### src/rtl/irq_arb_pkg.sv
package irq_arb_pkg;

  // Field positions that software decodes in the status word.
  localparam int TYPE_LSB  = 29;
  localparam int VALID_BIT = 32;

  // Strobes passed from the control block to the datapath.
  typedef struct packed {
    logic capture;  // load rdData at the next edge
    logic pickTop;  // use the top-domain word instead of the logical one
  } arbStrobe_t;

endpackage

### src/rtl/irq_run_prio.sv
module irq_run_prio #(
  parameter int PRIO_W = 5
) (
  input  logic [(1<<PRIO_W)-1:0] activeMap,
  output logic [PRIO_W:0]        runPrio
);
  localparam int NUM_PRIO = 1 << PRIO_W;

  // Scan from the top down, so the lowest set bit is the last one written.
  always_comb begin
    runPrio = (PRIO_W+1)'(NUM_PRIO);
    for (int i = NUM_PRIO - 1; i >= 0; i--) begin
      if (activeMap[i]) runPrio = (PRIO_W+1)'(i);
    end
  end
endmodule

### src/rtl/irq_arb_ctrl.sv
module irq_arb_ctrl
  import irq_arb_pkg::*;
(
  input  logic       clk,
  input  logic       rst_n,
  input  logic       rdStrobe,
  input  logic       rdTopStrobe,
  output arbStrobe_t strobes,
  output logic       rdValid
);
  always_comb begin
    strobes.capture = rdStrobe | rdTopStrobe;
    strobes.pickTop = rdTopStrobe;
  end

  always_ff @(posedge clk or negedge rst_n) begin
    if (!rst_n) rdValid <= 1'b0;
    else        rdValid <= strobes.capture;
  end
endmodule

### src/rtl/irq_arb_datapath.sv
module irq_arb_datapath
  import irq_arb_pkg::*;
#(
  parameter int ID_W    = 24,
  parameter int TYPE_W  = 3,
  parameter int PRIO_W  = 5,
  parameter int NUM_DOM = 2,
  parameter int WORD_W  = 64,
  parameter int DOM_W   = 1
) (
  input  logic                            clk,
  input  logic                            rst_n,
  input  logic [DOM_W-1:0]                domainSel,
  input  logic [NUM_DOM-1:0]              ifEnable,
  input  logic [NUM_DOM*PRIO_W-1:0]       prioMask,
  input  logic [NUM_DOM*(1<<PRIO_W)-1:0]  activeBits,
  input  logic [NUM_DOM*ID_W-1:0]         localId,
  input  logic [NUM_DOM*TYPE_W-1:0]       localType,
  input  logic [NUM_DOM*(PRIO_W+1)-1:0]   localPrio,
  input  logic [NUM_DOM*ID_W-1:0]         remoteId,
  input  logic [NUM_DOM*TYPE_W-1:0]       remoteType,
  input  logic [NUM_DOM*(PRIO_W+1)-1:0]   remotePrio,
  input  arbStrobe_t                      strobes,
  output logic [WORD_W-1:0]               rdData
);
  localparam int PW1      = PRIO_W + 1;
  localparam int NUM_PRIO = 1 << PRIO_W;
  localparam logic [PW1-1:0] IDLE = PW1'(NUM_PRIO);

  logic [WORD_W-1:0] statusReg [NUM_DOM];

  for (genvar d = 0; d < NUM_DOM; d++) begin : g_dom
    logic [PW1-1:0]    lPrio, rPrio, winPrio, runPrio;
    logic [ID_W-1:0]   winId;
    logic [TYPE_W-1:0] winType;
    logic              lHere, rHere, pickLocal, qualify;
    logic [WORD_W-1:0] wordNext;

    assign lPrio = localPrio[d*PW1 +: PW1];
    assign rPrio = remotePrio[d*PW1 +: PW1];

    irq_run_prio #(.PRIO_W(PRIO_W)) u_run (
      .activeMap(activeBits[d*NUM_PRIO +: NUM_PRIO]),
      .runPrio  (runPrio)
    );

    always_comb begin
      lHere     = lPrio < IDLE;
      rHere     = rPrio < IDLE;
      pickLocal = lHere && (!rHere || lPrio <= rPrio);
      winPrio   = pickLocal ? lPrio : (rHere ? rPrio : IDLE);
      winId     = pickLocal ? localId[d*ID_W +: ID_W] : remoteId[d*ID_W +: ID_W];
      winType   = pickLocal ? localType[d*TYPE_W +: TYPE_W]
                            : remoteType[d*TYPE_W +: TYPE_W];
      qualify   = ifEnable[d] && (lHere || rHere)
                  && (winPrio <= {1'b0, prioMask[d*PRIO_W +: PRIO_W]})
                  && (winPrio < runPrio);
      wordNext  = '0;
      if (qualify) begin
        wordNext[ID_W-1:0]                 = winId;
        wordNext[TYPE_LSB +: TYPE_W]       = winType;
        wordNext[VALID_BIT]                = 1'b1;
      end
    end

    always_ff @(posedge clk or negedge rst_n) begin
      if (!rst_n) statusReg[d] <= '0;
      else        statusReg[d] <= wordNext;
    end
  end

  always_ff @(posedge clk or negedge rst_n) begin
    if (!rst_n) rdData <= '0;
    else if (strobes.capture)
      rdData <= strobes.pickTop ? statusReg[NUM_DOM-1] : statusReg[domainSel];
  end
endmodule

### src/rtl/irq_preempt_arb.sv
module irq_preempt_arb
  import irq_arb_pkg::*;
#(
  parameter int ID_W    = 24,
  parameter int TYPE_W  = 3,
  parameter int PRIO_W  = 5,
  parameter int NUM_DOM = 2,
  parameter int WORD_W  = 64,
  localparam int DOM_W  = (NUM_DOM > 1) ? $clog2(NUM_DOM) : 1
) (
  input  logic                            clk,
  input  logic                            rst_n,
  input  logic [DOM_W-1:0]                domainSel,
  input  logic [NUM_DOM-1:0]              ifEnable,
  input  logic [NUM_DOM*PRIO_W-1:0]       prioMask,
  input  logic [NUM_DOM*(1<<PRIO_W)-1:0]  activeBits,
  input  logic [NUM_DOM*ID_W-1:0]         localId,
  input  logic [NUM_DOM*TYPE_W-1:0]       localType,
  input  logic [NUM_DOM*(PRIO_W+1)-1:0]   localPrio,
  input  logic [NUM_DOM*ID_W-1:0]         remoteId,
  input  logic [NUM_DOM*TYPE_W-1:0]       remoteType,
  input  logic [NUM_DOM*(PRIO_W+1)-1:0]   remotePrio,
  input  logic                            rdStrobe,
  input  logic                            rdTopStrobe,
  output logic [WORD_W-1:0]               rdData,
  output logic                            rdValid
);
  arbStrobe_t strobes;

  irq_arb_ctrl u_ctrl (
    .clk        (clk),
    .rst_n      (rst_n),
    .rdStrobe   (rdStrobe),
    .rdTopStrobe(rdTopStrobe),
    .strobes    (strobes),
    .rdValid    (rdValid)
  );

  irq_arb_datapath #(
    .ID_W(ID_W), .TYPE_W(TYPE_W), .PRIO_W(PRIO_W),
    .NUM_DOM(NUM_DOM), .WORD_W(WORD_W), .DOM_W(DOM_W)
  ) u_dp (
    .clk       (clk),
    .rst_n     (rst_n),
    .domainSel (domainSel),
    .ifEnable  (ifEnable),
    .prioMask  (prioMask),
    .activeBits(activeBits),
    .localId   (localId),
    .localType (localType),
    .localPrio (localPrio),
    .remoteId  (remoteId),
    .remoteType(remoteType),
    .remotePrio(remotePrio),
    .strobes   (strobes),
    .rdData    (rdData)
  );
endmodule

### config.mk
export PLATFORM = sky130hd
export DESIGN_NAME = irq_preempt_arb
export DESIGN_NICKNAME = d
export VERILOG_FILES = /design/src/rtl/irq_arb_pkg.sv /design/src/rtl/irq_run_prio.sv /design/src/rtl/irq_arb_ctrl.sv /design/src/rtl/irq_arb_datapath.sv /design/src/rtl/irq_preempt_arb.sv
export SDC_FILE = /design/constraint.sdc
export NUM_CORES = 1
export LEC_CHECK = 0
export BUFFER_PORTS_ARGS = -buffer_cell sky130_fd_sc_hd__buf_2
export CORE_ASPECT_RATIO = 1.1
export CORE_MARGIN = 2
export CORE_UTILIZATION = 51
export DETAILED_ROUTE_END_ITERATION = 6
export HOLD_SLACK_MARGIN = 0.03
export MAX_ROUTING_LAYER = met4
export PLACE_DENSITY = 0.95
export RECOVER_POWER = 50
export SYNTH_ARGS = -nofsm -noshare
export SYNTH_HDL_FRONTEND = slang
export SYNTH_SLANG_ARGS = --single-unit
export TNS_END_PERCENT = 50
### constraint.sdc
create_clock -name clk -period 2.6 [get_ports clk]
set_clock_uncertainty 0.2 [all_clocks]
set_input_delay 0.13 -clock clk [delete_from_list [all_inputs] [get_ports clk]]
set_output_delay 0.13 -clock clk [all_outputs]
set_load 0.05 [all_outputs]
==> impl_metrics.yaml, run 1 <==
timing:
  hold-worst-slack_ns: 0.03404
  slew_viol_final: 58
  hold_viol_final: 0
  layout_setup_ws_ns: -0.4207
  finalSetupViolCount: 56
  tightest_slew_ns: 2.009
  fin_crit_ns: 3.021
  slew_headroom_pct: -33.91
  fmax_mhz: 331.1
  rsz0062_at_grt: "true"
  min_period_over_period_pct: 116.2
pwr:
  total_power_mw: 4.564
  leakage_nw: 4.835
  ir_worst_vdd_mv: 0.3991
  powerDensity_nw_per_um2: 465.2
global_route:
  grt_pass1_vias: 7177
  grt_pass1_wl_mm: 36.58
  grtUsageTotal_pct: 40.42
  grt_max_degree: 58
  antenna_found_initial: 3
  grt-ovfl-total: 0
critical_path:
  critPathLaunch: "remotePrio[10]"
  endpoint_kind: "flop"
  crit_path_max_fanout: 8
  path_class: "input port to flop"
  cp-start-kind: "input port"
  reg2reg_from: "u_dp.rdData[32]"
  worstPathArrival_ns: 3.06
  worst_ep_required_time_ns: 2.64
drt:
  detail_route.wl_per_cell_um: 20.92
  viasPerCell: 5.713
  first_iter_violations: 573
  drc: 2
  dr.pass1.iters: 7
  finalWirelength_mm: 25.17
  vias: 6873
  ant_nets: 0
run_status:
  status: "complete, but fails checks"
  failed_checks: "design-rule violations, max-capacitance violations, max-slew violations, negative setup slack"
run:
  max-cap-violations: 1
logic_synthesis:
  synthFlopType: "dfrtp_1"
  ys_types: 50
  ys_seq_elements: 85
  post_synth_mux_area_share_pct: 14.04
  syn_area_sq_um: 5844
  synthTopCellsByArea: "dfrtp_1, mux2i_1, ha_1, nor3_2, buf_4"
  yosys.area_share.simple_pct: 20.04
  postSynthCellCount: 611
  synth_top_cell_by_area: "dfrtp_1"
  synthXorXnorAreaFrac_pct: 0
  async_reset_ff_share_pct: 100.0
  synth_edf_count: 0
  synth_top_area_share_pct: 36.39
  ys_warn_count: 0
  synth_adder_area_share_pct: 7.707
  synth_top_family_by_area: "simple AND/OR/NAND/NOR gates"
  yosysSeqAreaShare_pct: 36.39
  synth_compound_area_share_pct: 12.46
  postSynthAreaPerCell_sq_um: 9.565
clock_tree:
  cts.sink_count: 85
  cts-buffers-inserted: 9
  clkSlewWorstSetupHoldPaths_ns: 0.07
  cts_tree: "built"
  clk-insertion-delay-late_ns: 0.33
  htreeDepth: 3
  clk_root_buffer_cell: "clkbuf_16"
  clockBufferDepth: 2
placed_design:
  place_area_sq_um: 7890
  portBuffers: 241
  hpwl_mm: 14.00
  gp_congestion: 0.9599
die:
  start_util_pct: 51.55
  coreArea_sq_um: 11340
  dieArea_sq_um: 12330
  die_width_um: 106.1
  die_h_um: 116.3
  core.rowCount: 41
  ios: 278
finish:
  drive_above_1_share_pct: 42.37
  fin_area_sq_um: 9811
  postLayoutCoreUtil_pct: 86.54
  area_delta_synth_final_pct: 67.87
  fin_nets: 1292
hold_path:
  hold_path.startpoint: "localType[3]"
  hold_class: "input port to flop"
## synthesized netlist by cell type (all sizes together) (2+ instances only)
cell type,number
dfrtp,85
mux2i,82
nor2,65
nor3,65
buf,54
a21oi,50
ha,36
inv,34
nand2,24
nor4,19
o21ai,19
o31ai,13
nand3,8
clkbuf,6
nand2b,5
a211oi,4
and4,3
o21bai,3
a211o,2
a21o,2
a221oi,2
and3,2
nand3b,2
nor2b,2
nor4b,2
o2111a,2
o221ai,2
o2bb2ai,2
o311ai,2
or3,2
## power by group
part / leakage, nW / internal, mW / switching (mW)
Clock: 0.150 / 0.851 / 0.562
Sequential: 1.15 / 1.41 / 0.0472
Combinational: 3.54 / 0.722 / 0.977
## cell families after synthesis
logic type,count (synthesis)
buffers and inverters,94
muxes,82
and+or+nand+nor,202
AOI/OAI and AO/OA,111
other,1
DFF,85
adders and majority gates,36
## sequential cells by signal, indices dropped and copies added, names as in the netlist
register,count
u_dp.rdData,28
u_ctrl.rdValid,1
u_dp.statusReg,56
## layout by cell type, fill, tap and decap left out, drive strengths merged, types with 3 or more instances in the layout
cell and instances:
nor2 65, nor4 19, nand2b 5, clkbuf 29, a21oi 50, ha 36
buf 319, mux2i 82, a211oi 4, o31ai 13, nor3 65, nand2 24
nand3 8, o21bai 3, inv 36, and4 3, dlygate4sd3 108, dfrtp 85
conb 36, diode 5, o21ai 19
## critical path: stages
cell and delay (ns):
buf_8 0.09, inv_12 0.03, ha_4 0.24, a21o_1 0.15, a211o_1 0.35, o2bb2ai_4 0.18, buf_12 0.16, nand2_2 0.08
o31ai_4 0.07, ha_1 0.28, nand2b_1 0.13, a21oi_2 0.08, o31ai_2 0.27, and3_4 0.25, o211ai_4 0.16, clkbuf_16 0.23
nor3_2 0.17
## repair_timing
action | 4_1_cts | 5_1_grt
hold buffers | 107 | 1
setup endpoints to repair | 56 | 56
gates cloned | 2 | 1
resized for setup | 42 | 33
pin swaps | 19 | 13
setup buffers | 6 | 3
hold endpoints to repair | 107 | 1
## per-layer routing
layer / routed length [um] / global-route usage (%) / vias to the layer above
met1: 8271 / 38.75 / 3226
met3: 1615 / 7.031 / 180
li1: - / - / 3000
met2: 13240 / 74.75 / 467
met4: 2037 / 27.02 / 0
met5: 0 / - / -
## stage by stage
step / setup TNS (ns) / instances / worst slack (ns)
2_1_floorplan: -12.81 / 646 / -0.2638
3_3_place_gp: -26.54 / 1062 / -0.5411
3_5_place_dp: -32.63 / 1062 / -0.7684
4_1_cts: -8.325 / 1193 / -0.2728
5_1_grt: -16.69 / 1201 / -0.4843
6_report: -12.98 / 1203 / -0.4207
## final cells by class
cell class | count | area, sq um
inverter | 34 | 152.6
sequential | 85 | 2127
tap | 150 | 187.7
clock inverter | 6 | 92.59
fill | 528 | 1526
multi-input combinational | 467 | 3827
antenna | 5 | 12.51
timing repair buffer | 446 | 3182
clock buffer | 10 | 229.0
## worst paths after layout
path / cells after the start / end / slack (ns)
setup reg to reg: 2 / u_dp.rdData[32] / 1.45
setup / recovery: 17 / u_dp.statusReg[9] / -0.42
hold / removal: 3 / u_dp.statusReg[29] / 0.03
max in group asynchronous: 2 / u_dp.rdData[22] / 0.91
min in group asynchronous: 2 / u_dp.statusReg[74] / 0.45
hold reg to reg: 2 / u_dp.rdData[22] / 0.33
Power figures use the tool's default switching activity.
==> run 2: changes to the inputs <==
--- a/config.mk
+++ b/config.mk
@@ -6,13 +6,14 @@
 export NUM_CORES = 1
 export LEC_CHECK = 0
 export BUFFER_PORTS_ARGS = -buffer_cell sky130_fd_sc_hd__buf_2
+export CAP_MARGIN = 25
 export CORE_ASPECT_RATIO = 1.1
 export CORE_MARGIN = 2
 export CORE_UTILIZATION = 51
 export DETAILED_ROUTE_END_ITERATION = 6
 export HOLD_SLACK_MARGIN = 0.03
 export MAX_ROUTING_LAYER = met4
-export PLACE_DENSITY = 0.95
+export PLACE_DENSITY = 0.87
 export RECOVER_POWER = 50
 export SYNTH_ARGS = -nofsm -noshare
 export SYNTH_HDL_FRONTEND = slang
==> impl_metrics.yaml, run 2 <==
timing:
  worst_path_end_type: "register input"
  worstEndpointGrtRepair: "u_dp.statusReg[16]$_DFF_PN0_/D"
logic_synthesis:
  synth.cells.most_frequent: "dfrtp_1, mux2i_1, nor2_1"
  ys_warn_count: 0
  synth_most_common_cell: "dfrtp_1"
  syn_area_sq_um: 5844
  synthFlopType: "dfrtp_1"
  synthTopCellsByArea: "dfrtp_1, mux2i_1, ha_1, nor3_2, buf_4"
  postSynthCellCount: 611
  postSynthAreaPerCell_sq_um: 9.565
  synth_top_cell_by_area: "dfrtp_1"
  yosysSeqAreaShare_pct: 36.39
  ys_types: 50
  synth_edf_count: 0
  ys_seq_elements: 85
  async_reset_ff_share_pct: 100.0
  synth_top_area_share_pct: 36.39
die:
  die_h_um: 116.3
  start_util_pct: 51.55
  core.rowCount: 41
  die_width_um: 106.1
  ios: 278
global_route:
  grt-ovfl-total: 6
  grtUsageTotal_pct: 75.66
  grt_max_degree: 86
  antenna_found_initial: 13
run_status:
  status: "did not finish"
  tool.error: "[ERROR GRT-0232] Routing congestion too high. Check the congestion heatmap in the GUI."
  failed_stage: "5_1_grt"
placed_design:
  hpwl_mm: 13.79
  gp_congestion: 0.9299
  portBuffers: 241
clock_tree:
  clk_root_buffer_cell: "clkbuf_16"
  cts-buffers-inserted: 9
  clockBufferDepth: 2
  htreeDepth: 3
  cts.sink_count: 85
run 2: timing repair:
action,in CTS
endpoints found under the setup margin,56
cloned,5
endpoints found under the hold margin,139
pin swaps,21
hold buffers,107
gates resized for setup,39
buffers inserted,9
run 2: metal layers:
metal  overflow  global-route usage (%)
met2          3                   91.23
met5          -                       -
met3          0                   60.21
met1          0                   72.61
met4          3                   75.70
run 2: stage by stage:
step	cells	setup slack (ns)	util, %	TNS [ns]	area, sq um
after floorplan	646	-0.2638	-	-12.81	6170
after global placement	1077	-0.4448	70.92	-21.75	8040
after detailed placement	1077	-0.5701	70.92	-26.76	8040
after CTS	1213	-0.1826	86.97	-6.634	9859
run 2: cells by family after synthesis:
logic type      Yosys count  synth area share, %
flops                    85                36.39
other cells               1              0.06416
compound gates          111                12.46
fa+ha+maj                36                7.707
simple gates            202                20.04
buf+inv                  94                9.291
mux                      82                14.04
==> run 3: changes to the inputs <==
--- a/config.mk
+++ b/config.mk
@@ -7,13 +7,10 @@
 export LEC_CHECK = 0
 export BUFFER_PORTS_ARGS = -buffer_cell sky130_fd_sc_hd__buf_2
 export CAP_MARGIN = 25
-export CORE_ASPECT_RATIO = 1.1
 export CORE_MARGIN = 2
-export CORE_UTILIZATION = 51
+export CORE_UTILIZATION = 40
 export DETAILED_ROUTE_END_ITERATION = 6
-export HOLD_SLACK_MARGIN = 0.03
-export MAX_ROUTING_LAYER = met4
-export PLACE_DENSITY = 0.87
+export PLACE_DENSITY_LB_ADDON = 0.15
 export RECOVER_POWER = 50
 export SYNTH_ARGS = -nofsm -noshare
 export SYNTH_HDL_FRONTEND = slang
==> impl_metrics.yaml, run 3 (same netlist as run 1, synthesis figures left out) <==
run_status:
  status: "complete, but fails checks"
  failed_checks: "negative hold slack, negative setup slack"
timing:
  layout_setup_ws_ns: -0.2569
  fmax_mhz: 350.0
  hold-worst-slack_ns: -0.002902
  slew_headroom_pct: 15.62
  slew_viol_final: 0
  tightest_slew_ns: 1.266
  min_period_over_period_pct: 109.9
  finalSetupTns_ns: -12.25
  finalSetupViolCount: 56
  rsz0062_at_grt: "true"
  hold_viol_final: 1
  fin_crit_ns: 2.857
placed_design:
  dp_cells: 1101
  gp_congestion: 0.8878
  portBuffers: 241
  hpwl_mm: 13.97
global_route:
  grt_pass1_vias: 6816
  grt_max_degree: 58
  grt_pass1_wl_mm: 32.17
  met3_usage_pct: 4.167
  antenna_found_initial: 1
  gr-max-usage-layer: "met2"
  grt-ovfl-total: 0
  grtUsageTotal_pct: 25.35
  grtUsageMet1_pct: 28.08
  grt_util_met2_pct: 47.67
drt:
  finalWirelength_mm: 20.48
  ant_nets: 0
  drc: 0
  dr.pass1.iters: 5
  vias: 6299
  detail_route.wl_per_cell_um: 16.56
  viasPerCell: 5.092
  first_iter_violations: 260
clock_tree:
  clk-insertion-delay-late_ns: 0.33
  cts.sink_count: 85
  htreeDepth: 3
  clockBufferDepth: 2
  cts-buffers-inserted: 9
  clkSlewWorstSetupHoldPaths_ns: 0.06
  cts_tree: "built"
  clk_root_buffer_cell: "clkbuf_16"
finish:
  fin_nets: 1297
  layout_commonest_cell: "buf_2"
  mostFrequentLayoutCells: "buf_2, dlygate4sd3_1, dfrtp_1, buf_4, mux2i_1"
  drive_above_1_share_pct: 43.68
  instances_no_fill: 1237
  largest_register_ffs: 56
  antennaDiodeCount: 0
  area_delta_synth_final_pct: 70.52
  reg_top3: "u_dp.statusReg x56, u_dp.rdData x28, u_ctrl.rdValid x1"
  top_register: "u_dp.statusReg"
  fill_cells: 1081
pwr:
  leakage_nw: 4.948
  ir_worst_vdd_mv: 0.2840
  powerDensity_nw_per_um2: 445.4
critical_path:
  worstPathArrival_ns: 2.87
  cp-start-kind: "input port"
  crit_path_max_fanout: 7
  worst_ep_required_time_ns: 2.61
  endpoint_kind: "flop"
  path_class: "input port to flop"
die:
  ios: 278
  start_util_pct: 40.52
  die_width_um: 124.9
  coreArea_sq_um: 14420
  dieArea_sq_um: 15590
  core.rowCount: 44
  die_h_um: 124.9
hold_path:
  hold_class: "input port to flop"
run:
  max-cap-violations: 0
==> run 3: per-layer routing <==
metal,up-vias,routed length [um]
li1,3008,-
met1,2973,7914
met2,256,10720
met3,62,1058
met4,0,792
met5,-,0
==> run 3: worst max-delay path, cell delays in order <==
cell,delay [ns]
buf_12,0.11
inv_12,0.04
ha_4,0.19
a21o_1,0.16
a211o_1,0.35
o2bb2ai_4,0.16
buf_6,0.16
o31ai_4,0.07
ha_1,0.31
buf_4,0.11
and4_1,0.19
o21ai_2,0.07
buf_6,0.13
o211ai_4,0.36
buf_6,0.16
buf_12,0.12
nor3_2,0.04
==> run 3: final cells by class <==
cell class | instances | area, sq um | share of cell area [%]
multi-input combinational | 467 | 3835 | 38.48
inverter | 34 | 152.6 | 1.532
clock inverter | 5 | 85.08 | 0.8537
tap | 184 | 230.2 | 2.310
sequential | 85 | 2127 | 21.34
clock buffer | 11 | 232.7 | 2.335
timing repair buffer | 451 | 3303 | 33.15
==> run 3: what timing repair did <==
action                     in CTS  in global routing
setup endpoints to repair      56                 56
pin swaps                       9                 15
setup buffers                   8                  6
gates resized for setup        48                 30
cloned                          4                  1
hold buffers                  102                  0
hold endpoints to repair      101                  0
==> run 3: through the flow <==
stage | worst slack [ns] | utilization (%) | total power, mW | area, sq um | hold WS, ns
global route | -0.4024 | 69.09 | 4.636 | 9966 | 0.004746
global placement | -0.5402 | 55.52 | 2.740 | 8008 | -0.01616
floorplan | -0.2638 | - | 2.283 | 6170 | -0.3656
CTS | -0.1894 | 67.51 | 4.369 | 9737 | 0.001877
finish | -0.2569 | 69.09 | 4.439 | 9966 | -0.002902
detailed placement | -0.6701 | 55.52 | 2.780 | 8008 | -0.005383
==> run 3: report_power, final <==
group	leakage, nW	switching (mW)	internal, mW
Sequential	1.15	0.0373	1.41
Combinational	3.65	0.910	0.732
Clock	0.150	0.508	0.845
==> run 3: worst paths after layout <==
check | from | endpoint | slack (ns) | cells past startpoint
worst max-delay path | remotePrio[10] | u_dp.statusReg[1] | -0.26 | 17
min in group asynchronous | rst_n | u_dp.rdData[8] | 0.43 | 2
worst min-delay path | remoteId[33] | u_dp.statusReg[9] | -0.003 | 3
worst min register to register | u_dp.rdData[9] | u_dp.rdData[9] | 0.32 | 2
max in group asynchronous | rst_n | u_dp.rdData[17] | 0.95 | 3
worst max register to register | u_dp.statusReg[12] | u_dp.rdData[12] | 1.60 | 2
==> run 4: changes to the inputs <==
--- a/config.mk
+++ b/config.mk
@@ -5,6 +5,7 @@
 export SDC_FILE = /design/constraint.sdc
 export NUM_CORES = 1
 export LEC_CHECK = 0
+export ABC_AREA = 1
 export BUFFER_PORTS_ARGS = -buffer_cell sky130_fd_sc_hd__buf_2
 export CAP_MARGIN = 25
 export CORE_MARGIN = 2
==> impl_metrics.yaml, run 4 <==
finish:
  fill_cells: 1163
  top_register: "u_dp.statusReg"
  mostFrequentLayoutCells: "buf_2, nand2_1, dlygate4sd3_1, inv_1, dfrtp_1"
  ff_latch_area_sq_um: 2127
  drive_above_1_share_pct: 37.58
  largest_register_ffs: 56
  area_delta_synth_final_pct: 64.84
  antennaDiodeCount: 0
  postLayoutCoreUtil_pct: 68.10
  layout_commonest_cell: "buf_2"
  multi_input_area_sq_um: 3472
  reg_top3: "u_dp.statusReg x56, u_dp.rdData x28, u_ctrl.rdValid x1"
  fin_area_sq_um: 9527
  fin_nets: 1383
drt:
  dr.pass1.iters: 6
  viasPerCell: 4.679
  detail_route.wl_per_cell_um: 13.88
  first_iter_violations: 209
  finalWirelength_mm: 18.31
  ant_nets: 0
  drc: 0
  vias: 6171
timing:
  slew_viol_final: 0
  layout_setup_ws_ns: -0.1128
  slew_headroom_pct: 9.062
  min_period_over_period_pct: 104.3
  finalSetupTns_ns: -2.186
  tightest_slew_ns: 1.364
  finalSetupViolCount: 43
  fmax_mhz: 368.6
  hold_viol_final: 0
  rsz0062_at_grt: "true"
  fin_crit_ns: 2.713
die:
  ios: 278
  coreArea_sq_um: 13990
  die_width_um: 124.2
  die_h_um: 124.2
  core.rowCount: 43
  dieArea_sq_um: 15430
  start_util_pct: 41.31
global_route:
  grtUsageTotal_pct: 22.05
  grt_pass1_vias: 6041
  antenna_found_initial: 0
  grt_max_degree: 49
  grt-ovfl-total: 0
  grt_pass1_wl_mm: 27.90
pwr:
  ir_worst_vdd_mv: 0.2667
  total_power_mw: 4.094
  powerDensity_nw_per_um2: 429.7
  leakage_nw: 5.132
logic_synthesis:
  synthFlopType: "dfrtp_1"
  ys_seq_elements: 85
  async_reset_ff_share_pct: 100.0
  synth_edf_count: 0
  synth_top_area_share_pct: 36.80
  postSynthAreaPerCell_sq_um: 7.842
  postSynthCellCount: 737
  yosysSeqAreaShare_pct: 36.80
  synth_most_common_cell: "nand2_1"
  synthTopCellsByArea: "dfrtp_1, mux2i_1, nand2_1, ha_1, inv_1"
  synth.cells.most_frequent: "nand2_1, inv_1, nor2_1"
  ys_types: 35
  syn_area_sq_um: 5779
  synth_top_cell_by_area: "dfrtp_1"
  ys_warn_count: 0
run_status:
  failed_checks: "negative setup slack"
  status: "complete, but fails checks"
critical_path:
  crit_chain: "buf_2 -> inv_1 -> ha_4 -> a21oi_2 -> o221ai_1 -> a31o_4 -> buf_4 -> nor2_2 -> a21oi_2 -> ha_1 -> a21oi_1 -> o21ai_1 -> a221oi_2 -> nand2_4 -> clkbuf_16 -> nor2_2"
  crit_slowest_cell: "a221oi_2"
  reg2reg_slack_ns: 1.65
  cp.buffers_inverters: 4
  endpoint_kind: "flop"
  path_class: "input port to flop"
  cpPeakStageDelay_ns: 0.32
  cp-start-kind: "input port"
  worst_ep_required_time_ns: 2.66
  crit_path_max_fanout: 8
  worstPathArrival_ns: 2.78
  crit_family: "compound AO/OA/AOI/OAI gates"
placed_design:
  gp_congestion: 0.8137
  hpwl_mm: 11.50
  place_ws_ns: -0.4658
  place_area_sq_um: 7396
  portBuffers: 241
clock_tree:
  cts.sink_count: 85
  cts-buffers-inserted: 9
  clk-insertion-delay-late_ns: 0.33
  clkSlewWorstSetupHoldPaths_ns: 0.06
  clockBufferDepth: 2
  cts_tree: "built"
  clk_root_buffer_cell: "clkbuf_16"
  htreeDepth: 3
hold_path:
  hold_class: "input port to flop"
run:
  max-cap-violations: 0
## run 4: timing repair
item | 4_1_cts | 5_1_grt
hold endpoints to repair | 100 | 0
hold buffers | 109 | 0
resized for setup | 33 | 102
gates cloned | 1 | 6
setup endpoints to repair | 56 | 56
pin swaps | 4 | 23
setup buffers | 4 | 3
## run 4: per-layer routing
layer	share of wire, %	global-route usage, %	vias up
met5	0	0	-
met4	1.6	6.609	0
met3	4.6	3.614	24
met2	53	41.53	187
met1	40	25.44	2853
li1	-	-	3107
## run 4: worst register-to-register path, delay by kind of cell, from the launching register on
kind / cells / cell delay [ns]
AO/OA/AOI/OAI: 1 / 0.06
flip-flops: 1 / 0.41
AND/OR/NAND/NOR: 1 / 0.11
## run 4: cells by family (layout without fill, tap and decap cells)
| group | after synthesis | in the layout | share of synthesized area (%) |
|---|---|---|---|
| AO/OA/AOI/OAI | 106 | 107 | 10.67 |
| adder cells (fa/ha/maj) | 36 | 36 | 7.794 |
| buffers and inverters | 170 | 536 | 13.90 |
| flip-flops | 85 | 85 | 36.80 |
| multiplexers | 54 | 54 | 9.353 |
| other | 1 | 36 | 0.06489 |
| AND/OR/NAND/NOR | 285 | 285 | 21.41 |
## run 4: power breakdown
part	switching [mW]	total (mW)	leakage, nW	internal (mW)
Combinational	0.820	1.46	3.84	0.642
Clock	0.488	1.21	0.146	0.724
Sequential	0.0271	1.42	1.15	1.39
Total	1.33	4.09	5.13	2.76
## run 4: worst paths after layout
| path | from | depth (start not counted) | to |
|---|---|---|---|
| min in group asynchronous | rst_n | 2 | u_dp.rdData[16] |
| max | remotePrio[7] | 16 | u_dp.statusReg[21] |
| max reg2reg | u_dp.rdData[30] | 2 | u_dp.rdData[30] |
| max in group asynchronous | rst_n | 3 | u_dp.rdData[0] |
| min | rdTopStrobe | 3 | u_dp.rdData[14] |
| min reg2reg | u_dp.statusReg[96] | 2 | u_dp.rdData[32] |
## run 4: metrics by stage
step / cells / hold WS, ns
CTS: 1310 / 0.1644
global placement: 1180 / -0.006839
floorplan: 772 / -0.3656
finish: 1319 / 0.2153
global route: 1319 / 0.2182
detailed placement: 1180 / -0.01143
## run 4: cell type report
cell class              instances  area share, %
clock buffers                  13          2.837
clock inverters                 3         0.1970
inverters                     108          4.387
multi-input cells             518          36.45
flip-flops and latches         85          22.33
well taps                     180          2.364
repair buffers                412          31.44
